==> src/rtl/adc_seq_ctrl.sv <==
module adc_seq_ctrl #(
  parameter int CH_W = 5
) (
  input  logic            clk,
  input  logic            rst_n,
  input  logic            hw_mode,
  input  logic            cmp_en,
  input  logic            wr_en,
  input  logic [CH_W+2:0] wr_data,
  input  logic            rd_lo,
  input  logic            hw_trig,
  input  logic            conv_done,
  input  logic            cmp_true,
  output logic [CH_W+2:0] ctrl_q,
  output logic            conv_start,
  output logic [CH_W-1:0] chan,
  output logic            pwr_en,
  output logic            irq
);
  localparam int CEN_B = CH_W;
  localparam int IEN_B = CH_W + 1;
  localparam logic [CH_W-1:0] CH_OFF = '1;

  logic            flag_q, ien_q, cen_q, busy_q, run_q, start_q, trig_q;
  logic [CH_W-1:0] ch_q;

  logic [CH_W-1:0] ch_nxt;
  logic            cen_nxt, trig_edge, sw_go, hw_go, complete, launch, flag_set;

  assign ch_nxt    = wr_en ? wr_data[CH_W-1:0] : ch_q;
  assign cen_nxt   = wr_en ? wr_data[CEN_B] : cen_q;
  assign trig_edge = hw_mode & hw_trig & ~trig_q;
  assign sw_go     = wr_en & ~hw_mode & (ch_nxt != CH_OFF);
  assign hw_go     = trig_edge & ~wr_en & (ch_q != CH_OFF);
  assign complete  = conv_done & busy_q & ~wr_en & ~hw_go;
  assign launch    = sw_go | hw_go | (complete & run_q);
  assign flag_set  = complete & (~cmp_en | cmp_true);

  always_ff @(posedge clk or negedge rst_n) begin
    if (!rst_n) begin
      ien_q  <= 1'b0;
      cen_q  <= 1'b0;
      ch_q   <= CH_OFF;
      trig_q <= 1'b0;
    end else begin
      trig_q <= hw_trig;
      if (wr_en) begin
        ien_q <= wr_data[IEN_B];
        cen_q <= wr_data[CEN_B];
        ch_q  <= wr_data[CH_W-1:0];
      end
    end
  end

  always_ff @(posedge clk or negedge rst_n) begin
    if (!rst_n)
      flag_q <= 1'b0;
    else if (flag_set)
      flag_q <= 1'b1;
    else if (wr_en || rd_lo)
      flag_q <= 1'b0;
  end

  always_ff @(posedge clk or negedge rst_n) begin
    if (!rst_n) begin
      busy_q  <= 1'b0;
      run_q   <= 1'b0;
      start_q <= 1'b0;
    end else begin
      start_q <= launch;
      if (sw_go || hw_go) begin
        busy_q <= 1'b1;
        run_q  <= cen_nxt;
      end else if (wr_en) begin
        busy_q <= 1'b0;
        run_q  <= 1'b0;
      end else if (complete && !run_q) begin
        busy_q <= 1'b0;
      end
    end
  end

  assign ctrl_q     = {flag_q, ien_q, cen_q, ch_q};
  assign conv_start = start_q;
  assign chan       = ch_q;
  assign pwr_en     = busy_q;
  assign irq        = flag_q & ien_q;
endmodule

==> config.mk <==
export PLATFORM = sky130hd
export DESIGN_NAME = adc_seq_ctrl
export DESIGN_NICKNAME = d
export VERILOG_FILES = /design/src/rtl/adc_seq_ctrl.sv
export SDC_FILE = /design/constraint.sdc
export NUM_CORES = 1
export LEC_CHECK = 0
export BUFFER_PORTS_ARGS = -buffer_cell sky130_fd_sc_hd__buf_2
export CAP_MARGIN = 10
export CORE_AREA = 2 2 45 47
export CTS_CLUSTER_SIZE = 28
export DETAILED_ROUTE_END_ITERATION = 12
export DIE_AREA = 0 0 47 49
export GPL_ROUTABILITY_DRIVEN = 0
export PLACE_DENSITY_LB_ADDON = 0.1
export SYNTH_ARGS = -nofsm -noshare
export SYNTH_HDL_FRONTEND = slang
export SYNTH_SLANG_ARGS = --single-unit
==> constraint.sdc <==
create_clock -name clk -period 1.4 [get_ports clk]
set_input_delay 0.21 -clock clk [delete_from_list [all_inputs] [get_ports clk]]
set_output_delay 0.21 -clock clk [all_outputs]
set_load 0.05 [all_outputs]
==> metrics.md <==
| Metric | Value |
|---|---|
| Worst-Margin Slew | 336 ps |
| Row cnt | 16 |
| First-pass GRT wire length | roughly 1900 um |
| Die Area | 2300 um2 |
| Critical Path Fanout Max | 4 |
| Status | finished, final reports clean |
| Routed Antenna Nets | 0 |
| Final std cells w/o fill | 105 |
| Initial antenna violation count | 0 |
| CTS-repair resized insts | 0 |
| Leak pwr | 0.408 nW |
| Die Height | 49 um |
| Vias per inst | 4.32 |
| Post-synth top area share | 0.295 |
| Initial DRT Pass Iterations | 4 |
| Power per cell area | 1260 nW/um2 |
| Io pins | 33 |
| Root Buffer | clkbuf_4 |
| Cell Area, Synth | approximately 590 um2 |
| Core area | 1840 um2 |
| Seq/Total Area, Yosys | 0.516 |
| Nets | 96 |
| Net Sw Frac | 0.358 |
| Crit path DAT | 1100 ps |
| DRC marker count from the first detailed-route iteration | 3 |
| DR DRC count | 0 |
| P_sw | 0.351 mW |
| RSZ-0062 raised after global routing | no |
| Clk buf depth | 2 |
| CP max stage delay | 560 ps |
| Worst clock skew | ~1.6 ps |
| Mapped Cells | 50 |
| Gate power share | 0.299 |
| Yosys cell types | 20 |
| Largest net degree at the start of global routing | 13 |
| Vias in the first global route | around 430 |
| CP delay by family, top | flip-flops |
| Vias | 454 |
| Worst setup EP type | primary output |
| PortBufs | 31 |
| Clock power share | 0.280 |
| Layout cell share with drive strength beyond 1 | 0.577 |
| Slowest CP cell | dfstp_2 |
| Crit path buf inv count | 1 |
| Placed insts | 100 |
| Synthesis-to-layout area growth | 30.7% |
| Initial Util | 0.323 |
| Startpoint Class | flop |
| Clock sink count | 12 |
| TritonCTS clock tree | yes |
| Worst-path clk slew | 80 ps |
| Crit path time final | 1310 ps |
| Slew Limit Fails | 0 |
| Rel. slew slack | 0.775 |
| Post-DP Area | 731 um2 |
| Post-route cell area | 777 um2 |
| Flop pwr share | 0.421 |
| Final Setup Violations | 0 |
| Clk_lat worst skew | 270 ps |
| Synth Area per Inst | 11.9 um2 |
| Tot Pwr | ~0.98 mW |
| Max_cap viols | 0 |
| Tcrit/Tclk final | 0.937 |
| GRT Util Overall | 0.117 |
| GRT overflow | 0 |
| Die W | 47 um |
| Final-report hold violation count | 0 |
| Hpwl dp | 967 um |
| Worst Path Required | 1190 ps |
| Warnings, synthesis | 0 |
| Hold crit path type | input port to flop |
| Final WL | 1190 um |
| Per-cell routed wire length | 11.3 um |
| Antenna cell count | 0 |
| Top cells by area, synth | dfrtp_1 (29%), dfstp_2 (22%), buf_4 (10%) |
| FMAX | 762 MHz |
| Internal power | 0.628 mW |
| Flops & latches, synth | 12 |
| Cell Chain, Critical Path | buf_2 |
| Leading area contributor after synthesis | dfrtp_1 |
| WS Path Type | flop to primary output |
| Net Count, Synth | 67 |
| Total CTS buffers | 3 |
| H-tree levels | 1 |
| Max VDD drop | 0.471 mV |
power groups by stage:
stage,Clock (mW),Sequential (mW),Combinational (mW)
6_report,0.274,0.412,0.293
4_1_cts,0.287,0.413,0.296
2_1_floorplan,0,0.491,0.168
5_1_grt,0.298,0.420,0.309
3_5_place_dp,0,0.419,0.293
3_3_place_gp,0,0.419,0.293
metal layers:
| metal | vias up | part of all wire | track usage |
|---|---|---|---|
| met3 | 2 | 0.067 | 0.0370 |
| li1 | 225 | - | - |
| met1 | 209 | 0.46 | 0.159 |
| met4 | 0 | 0.010 | 0.0556 |
| met2 | 18 | 0.47 | 0.164 |
| met5 | - | 0 | 0 |
sequential cells by signal, summed over array words and instances, names as in the netlist:
signal      flops
chan            5
cen_q           1
conv_start      1
flag_q          1
ien_q           1
pwr_en          1
run_q           1
trig_q          1
synth_stat cells (all sizes together):
master / number
a311o: 1
a41o: 1
mux2: 7
and4bb: 1
nor3b: 1
o211a: 2
nand2b: 1
dfstp: 5
nand3: 5
inv: 2
o21ai: 3
and2: 1
buf: 9
nand2: 2
nor2b: 2
dfrtp: 7
cells in the final DEF, fill, tap and decap left out:
| master | netlist | final |
|---|---|---|
| nand3_2 | 0 | 1 |
| buf_2 | 1 | 31 |
| nand2b_1 | 1 | 1 |
| clkbuf_8 | 0 | 1 |
| dfstp_2 | 5 | 5 |
| dlygate4sd3_1 | 0 | 1 |
| and2_1 | 1 | 1 |
| o21ai_0 | 1 | 1 |
| a41o_1 | 1 | 1 |
| and4bb_1 | 1 | 1 |
| buf_4 | 8 | 1 |
| inv_1 | 2 | 2 |
| nor2b_1 | 2 | 2 |
| mux2_1 | 4 | 4 |
| o211a_1 | 2 | 2 |
| clkbuf_4 | 0 | 3 |
| nand2_1 | 2 | 2 |
| o21ai_1 | 2 | 2 |
| dfrtp_1 | 7 | 7 |
| nand3_1 | 5 | 4 |
| mux2_4 | 1 | 1 |
| a311o_1 | 1 | 1 |
| mux2_2 | 2 | 2 |
| nor3b_1 | 1 | 1 |
worst paths after layout:
kind	startpoint	endpoint	slack, ps	depth (start not counted)
min	hw_trig	trig_q$_DFF_PN0_	60	1
max	chan[3]$_DFF_PN1_	ctrl_q[3]	90	1
min reg2reg	ien_q$_DFFE_PN0P_	ien_q$_DFFE_PN0P_	510	1
max reg2reg	trig_q$_DFF_PN0_	run_q$_DFFE_PN0P_	130	3
max in group asynchronous	rst_n	chan[1]$_DFF_PN1_	790	2
min in group asynchronous	rst_n	run_q$_DFFE_PN0P_	340	2
cell type report:
cell class | count | area [um2]
inverters | 2 | 7.51
flip-flops and latches | 12 | 307
fillers | 190 | 1060
repair buffers | 33 | 173
multi-input cells | 27 | 220
well taps | 27 | 33.8
clock buffers | 4 | 36.3
kinds of logic after synthesis:
family | after synthesis | share of synthesized area
flip-flops | 12 | 0.516
buffers and inverters | 11 | 0.122
AND/OR/NAND/NOR | 13 | 0.131
AO/OA/AOI/OAI | 7 | 0.0926
multiplexers | 7 | 0.139
metrics by stage:
stage | util | worst slack (ps) | setup TNS, ps | hold WS [ps]
detailed placement | 0.397 | 113 | 0 | 107
finish | 0.422 | 88.4 | 0 | 57.5
global placement | 0.397 | 120 | 0 | 112
floorplan | - | -6.78 | -6.78 | -85.6
CTS | 0.422 | 75.5 | 0 | 47.6
global route | 0.422 | 46.3 | 0 | 47.0
timing repair:
action / CTS / global route
hold buffers: 1 / 0
buffers inserted: 0 / 0
hold endpoints to repair: 7 / 0
worst register-to-register path, delay by kind of cell (launching register included):
kind               cells  cell delay, ps
AOI/OAI and AO/OA      2             520
DFF                    1             360
and+or+nand+nor        1             280
(Power assumes the default switching activity.)
